===== config.mk =====
export PLATFORM = sky130hd
export DESIGN_NAME = rst_pwr_seq
export DESIGN_NICKNAME = d
export VERILOG_FILES = /design/src/rtl/rst_pwr_seq.sv
export SDC_FILE = /design/constraint.sdc
export NUM_CORES = 1
export LEC_CHECK = 0
export ABC_CLOCK_PERIOD_IN_PS = 3700
export BUFFER_PORTS_ARGS = -buffer_cell sky130_fd_sc_hd__buf_2
export CORE_MARGIN = 4
export CORE_UTILIZATION = 45
export DETAILED_ROUTE_END_ITERATION = 7
export HOLD_SLACK_MARGIN = 0.1
export PLACE_DENSITY = 0.7
export SLEW_MARGIN = 20
export SYNTH_ARGS = -nofsm -noshare
export SYNTH_HDL_FRONTEND = slang
export SYNTH_SLANG_ARGS = --single-unit

===== constraint.sdc =====
create_clock -name clk -period 3.7 [get_ports clk]
set_input_delay 0.37 -clock clk [delete_from_list [all_inputs] [get_ports clk]]
set_output_delay 0.37 -clock clk [all_outputs]
set_load 0.01 [all_outputs]

===== src/rtl/rst_pwr_seq.sv =====
module rst_pwr_seq #(
  parameter int RST_CYCLES = 16
) (
  input  logic clk,
  input  logic por_n,
  input  logic rst_pin_i,
  output logic rst_pin_drv_o,
  input  logic sw_rst_i,
  input  logic wdt_rst_i,
  input  logic bidir_we_i,
  input  logic bidir_d_i,
  input  logic einit_i,
  output logic sys_rst_o,
  output logic rst_ind_n_o,
  input  logic nmi_n_i,
  output logic trap_req_o,
  input  logic pwrdn_req_i,
  output logic pwrdn_enter_o
);
  localparam int CW = $clog2(RST_CYCLES + 1);

  logic [1:0]    pin_sy;
  logic          pin_lo;
  logic [2:0]    blank;
  logic [2:0]    nmi_sy;
  logic [CW-1:0] cnt;
  logic          bidir_q, drv_q, ind_q;
  logic          mask, hw_act, any_src;

  assign mask          = rst_pin_drv_o | (|blank);
  assign hw_act        = !pin_sy[1] & pin_lo & !mask;
  assign any_src       = hw_act | sw_rst_i | wdt_rst_i;
  assign sys_rst_o     = (cnt != '0);
  assign rst_pin_drv_o = drv_q & sys_rst_o;
  assign rst_ind_n_o   = !ind_q;
  assign trap_req_o    = nmi_sy[2] & !nmi_sy[1];
  assign pwrdn_enter_o = pwrdn_req_i & !nmi_sy[1];

  always_ff @(posedge clk or negedge por_n) begin
    if (!por_n) begin
      pin_sy  <= 2'b11;
      pin_lo  <= 1'b0;
      blank   <= '0;
      nmi_sy  <= 3'b111;
      cnt     <= CW'(RST_CYCLES);
      bidir_q <= 1'b0;
      drv_q   <= 1'b0;
      ind_q   <= 1'b1;
    end else begin
      pin_sy <= {pin_sy[0], rst_pin_i};
      pin_lo <= !pin_sy[1] & !mask;
      blank  <= {blank[1:0], rst_pin_drv_o};
      nmi_sy <= {nmi_sy[1:0], nmi_n_i};

      if (any_src)        cnt <= CW'(RST_CYCLES);
      else if (sys_rst_o) cnt <= cnt - 1'b1;

      if (any_src && !sys_rst_o) drv_q <= bidir_q;
      else if (!sys_rst_o)       drv_q <= 1'b0;

      if (hw_act)          bidir_q <= 1'b0;
      else if (bidir_we_i) bidir_q <= bidir_d_i;

      if (any_src || sys_rst_o) ind_q <= 1'b1;
      else if (einit_i)         ind_q <= 1'b0;
    end
  end
endmodule



# [Word level (Yosys, flattened, before mapping)]
# Index checks and enable logic that the tools add are counted.
[totals] inputBits=10 elab_cells=39 ff_bits=17
[classes] n_mux=8 bitwise_logic=9 reduce_logical=12 n_eq_ne=1 n_addsub=1
[op_table] op="5-bit two-way mux" count=2
[op_table] op="1-bit bitwise AND" count=6
[op_table] op="1-bit two-way mux" count=6
[op_table] op="2-bit nonzero test" count=3
[op_table] op="1-bit logical NOT" count=5
[op_table] op="5-bit nonzero test" count=1
[op_table] op="5-bit by 1-bit subtractor with 5-bit output, second input constant" count=1
[op_table] op="1-bit bitwise OR" count=3
[op_table] op="3-bit OR reduction" count=1
[op_table] op="2-bit by 1-bit inequality test with 1-bit output, second input constant" count=1
[op_table] op="1-bit logical AND" count=1
[op_table] op="1-bit logical OR" count=1

# [Longest topological paths before layout]
[depth] depth_word=9 mapped_depth=7 ltp_nobuf=7

# [Worst setup path after synthesis]
# OpenSTA, ideal clock, no wires.
[synth_path] path_kind="reg2out" start="reg cnt[0]" end="out rst_pin_drv_o" arrival_ps=1183 required_ps=3330 setup_slack_ps=2147 path_stages_with_launch=7 cell_sequence="dfrtp_1 > inv_1 > ha_1 > nor4b_4 > inv_2 > nand2_2 > inv_2"
[synth_via] elab_chain_cells=2
[synth_lines] element="start, declared" line="26" text="logic [CW-1:0] cnt;"
[synth_lines] element="start signal, assigned" line="45" text="cnt <= CW'(RST_CYCLES);"
[synth_lines] element="start signal, assigned" line="55" text="if (any_src) cnt <= CW'(RST_CYCLES);"
[synth_lines] element="start signal, assigned" line="56" text="else if (sys_rst_o) cnt <= cnt - 1'b1;"
[synth_lines] element="5-bit nonzero test" line="33" text="assign sys_rst_o = (cnt != '0);"
[synth_lines] element="via sys_rst_o" line="13" text="output logic sys_rst_o,"
[synth_lines] element="1-bit bitwise AND" line="34" text="assign rst_pin_drv_o = drv_q & sys_rst_o;"
[synth_lines] element="end, declared" line="7" text="output logic rst_pin_drv_o,"
# The timed path passes the listed nets, and every way through them passes these cells.

# [Worst setup path after layout]
[layout_path] start="reg cnt[0]" end="out rst_pin_drv_o"
[layout_via] elab_chain_cells=2
[layout_lines] element="5-bit nonzero test" line="33"
[layout_lines] element="1-bit bitwise AND" line="34"
# Every way passes these cells.

==> flow_metrics.py <==
metrics = {
    "floorplan": {
        "coreArea_um2": 1506,
        "fp.dieArea_um2": 2289,
        "num_rows": 14,
        "io_pins": 15,
        "die_h_um": 47.85,
        "start_util": 0.4743,
        "die_x_um": 47.85,
    },
    "pwr": {
        "power_density_nw_per_um2": 545.3,
        "switchingPower_w": 0.0001449,
        "seq_power_share": 0.552,
        "vdd.ir_drop.worst_mv": 0.2999,
        "pwr-share-clk": 0.213,
        "p_leak_nw": 0.3918,
        "power_frac_comb": 0.234,
        "switching_share": 0.3156,
        "p_int_w": 0.0003143,
    },
    "clock_tree": {
        "numCtsBuffers": 3,
        "cts_buffer_depth": 2,
        "root_buffer": "clkbuf_4",
        "tritoncts": "yes",
        "cts_max_level": 1,
        "cts.clk_slew.worst_paths_ns": 0.10,
        "clk_latency_ns": 0.29,
        "clkSinkCount": 17,
        "cts_resized": 0,
    },
    "layout": {
        "final_cell_mix": "buf_2 (14), dfrtp_1 (10), dfstp_2 (7)",
        "multi_input_area_um2": 261.5,
        "final_common_cell": "buf_2",
        "antennaDiodeCount": 0,
        "regArea_um2": 434.2,
        "drive_above_1_share": 0.4103,
        "finalNetCount": 91,
        "synthToLayoutAreaGrowth_pct": 17.86,
        "fillers": 135,
        "final_cell_area_um2": 842.1,
        "stdcell_count": 94,
    },
    "sta": {
        "fmax_ghz": 0.4750,
        "fin_skew_ns": 0.003317,
        "fin_crit_sh": 0.5690,
        "worstMarginPinSlew_ns": 0.4384,
        "maxSlewHeadroom": 0.7050,
        "final-max-slew-violation-count": 0,
        "finalSetupViolCount": 0,
        "final_hold_viol_count": 0,
        "tns_ns": 0,
        "rsz0062_at_grt": "no",
        "fin_crit_ns": 2.105,
    },
    "route": {
        "viasPerCell": 5.266,
        "postRouteAntennaNets": 0,
        "first_pass_iters": 2,
        "route.detailed.drc": 0,
        "routed_wl_um": 1313,
        "drt_iter0_markers": 7,
        "vias": 495,
        "routedWlPerCell_um": 13.97,
    },
    "place": {
        "gp_congestion": 0.8285,
        "dp_hpwl_um": 1004,
        "dp_cells": 89,
        "portBuffers": 14,
        "dpl_cell_area_um2": 804.5,
    },
    "yosys": {
        "yosys_warnings": 0,
        "yosys_register_bits": 17,
        "syn-instance-count": 59,
        "synthArstFlopShare": 1.000,
        "syn-cell-area_um2": 714.4,
        "synth.avg_cell_area_um2": 12.11,
        "synth_edf_count": 0,
        "synth_cell_types": 26,
        "ys_seq_area_frac": 0.6077,
        "ys.flop_type": "dfrtp_1",
        "synth_fp_nets": 71,
    },
    "critical_path": {
        "crit_type": "register to primary output",
        "crit_slowest_cell": "dfrtp_1",
        "crit_top_cell": "inv_2",
        "cp.required_ns": 3.33,
        "arrival_ns": 1.74,
        "critPathMaxFanout": 6,
        "worstPathCellList": "inv_1, ha_1, nor4b_4, inv_2, nand2_2, inv_2, buf_2",
        "end_kind": "primary output",
        "cp-start-kind": "register",
        "slowest_delay_ns": 0.40,
    },
    "status": {
        "status": "finished clean",
    },
    "flow_run": {
        "maxCapViolCount": 0,
    },
    "grt": {
        "grtUsageTotal": 0.1487,
        "grt_pass1_vias": 478,
        "grt_max_degree": 18,
        "grt_pass1_wl_um": 2228,
        "grt_overflow": 0,
        "antenna_found_initial": 0,
    },
    "worst_hold_path": {
        "hold_path.class": "primary input to register",
    },
}
[stage by stage]
step	utilization	hold WS (ns)	setup WS, ns	power (W)
3_5_place_dp	0.5341	0.3013	1.918	0.0003641
4_1_cts	0.5590	0.1586	1.573	0.0004641
2_1_floorplan	-	0.07441	2.147	0.0003278
6_report	0.5590	0.1649	1.595	0.0004592
3_3_place_gp	0.5341	0.3005	2.003	0.0003612
5_1_grt	0.5590	0.1527	1.413	0.0004903
[routing by layer]
layer	share of wire	routed length [µm]	track usage
met1	0.46	605	0.2095
met2	0.49	639	0.2084
met3	0.030	40	0.02632
met4	0.021	27	0.09677
met5	0	0	0
[critical path: cells and delay by family (launching register included)]
kind / cells / cell delay, ns
buffers and inverters: 4 / 0.41
flip-flops: 1 / 0.40
AND/OR/NAND/NOR: 2 / 0.46
adder cells (fa/ha/maj): 1 / 0.18
[repair_timing]
item / 4_1_cts / 5_1_grt
hold endpoints to repair: 10 / 0
setup buffers: 0 / 0
hold buffers: 1 / 0
[state kept, by name, indices dropped and copies added (netlist names)]
signal   count
cnt          5
blank        3
nmi_sy       3
pin_sy       2
bidir_q      1
drv_q        1
ind_q        1
pin_lo       1
[Yosys cell counts, drive strengths merged (2+ instances only)]
master   n  area share
dfrtp   10        0.35
nand3    3       0.021
dfstp    7        0.26
nor2b    2       0.018
xnor2    2       0.025
nand2    3       0.019
a21oi    2       0.014
inv      5       0.026
mux2i    2       0.028
o22ai    2       0.018
nor3     3       0.021
nor2     4       0.021
ha       2       0.035
o21ai    2       0.014
[cell families after synthesis]
logic type / Yosys count / share of synthesized area
multiplexers: 2 / 0.02802
flip-flops: 17 / 0.6077
buffers and inverters: 5 / 0.02627
XOR/XNOR: 2 / 0.02452
AND/OR/NAND/NOR: 23 / 0.2032
AO/OA/AOI/OAI: 8 / 0.07530
adder cells (fa/ha/maj): 2 / 0.03502
[power groups by stage]
stage,combinational [W],sequential [W],clock [W]
detailed placement,0.000107,0.000258,0
global placement,0.000105,0.000256,0
floorplan,0.0000773,0.000250,0
global route,0.000122,0.000261,0.000107
finish,0.000108,0.000254,0.0000980
CTS,0.000109,0.000254,0.000101
[final timing paths]
check                           startpoint             to  slack [ns]  cells past startpoint
worst max-delay path                cnt[0]  rst_pin_drv_o        1.59                      7
worst min-delay path               nmi_n_i      nmi_sy[0]        0.16                      1
worst max register to register      cnt[0]         cnt[4]        2.16                      7
worst min register to register   pin_sy[0]      pin_sy[1]        0.36                      0
max in group asynchronous            por_n      nmi_sy[0]        2.88                      2
min in group asynchronous            por_n       blank[2]        0.51                      2
[final cells by class]
cell class | instances | area share
Sequential cell | 17 | 0.5156
Multi-Input combinational cell | 37 | 0.3105
Timing Repair Buffer | 15 | 0.09510
Clock buffer | 3 | 0.02675
Tap cell | 16 | 0.02377
Inverter | 5 | 0.02229
Clock inverter | 1 | 0.005944
(Power assumes the default switching activity.)
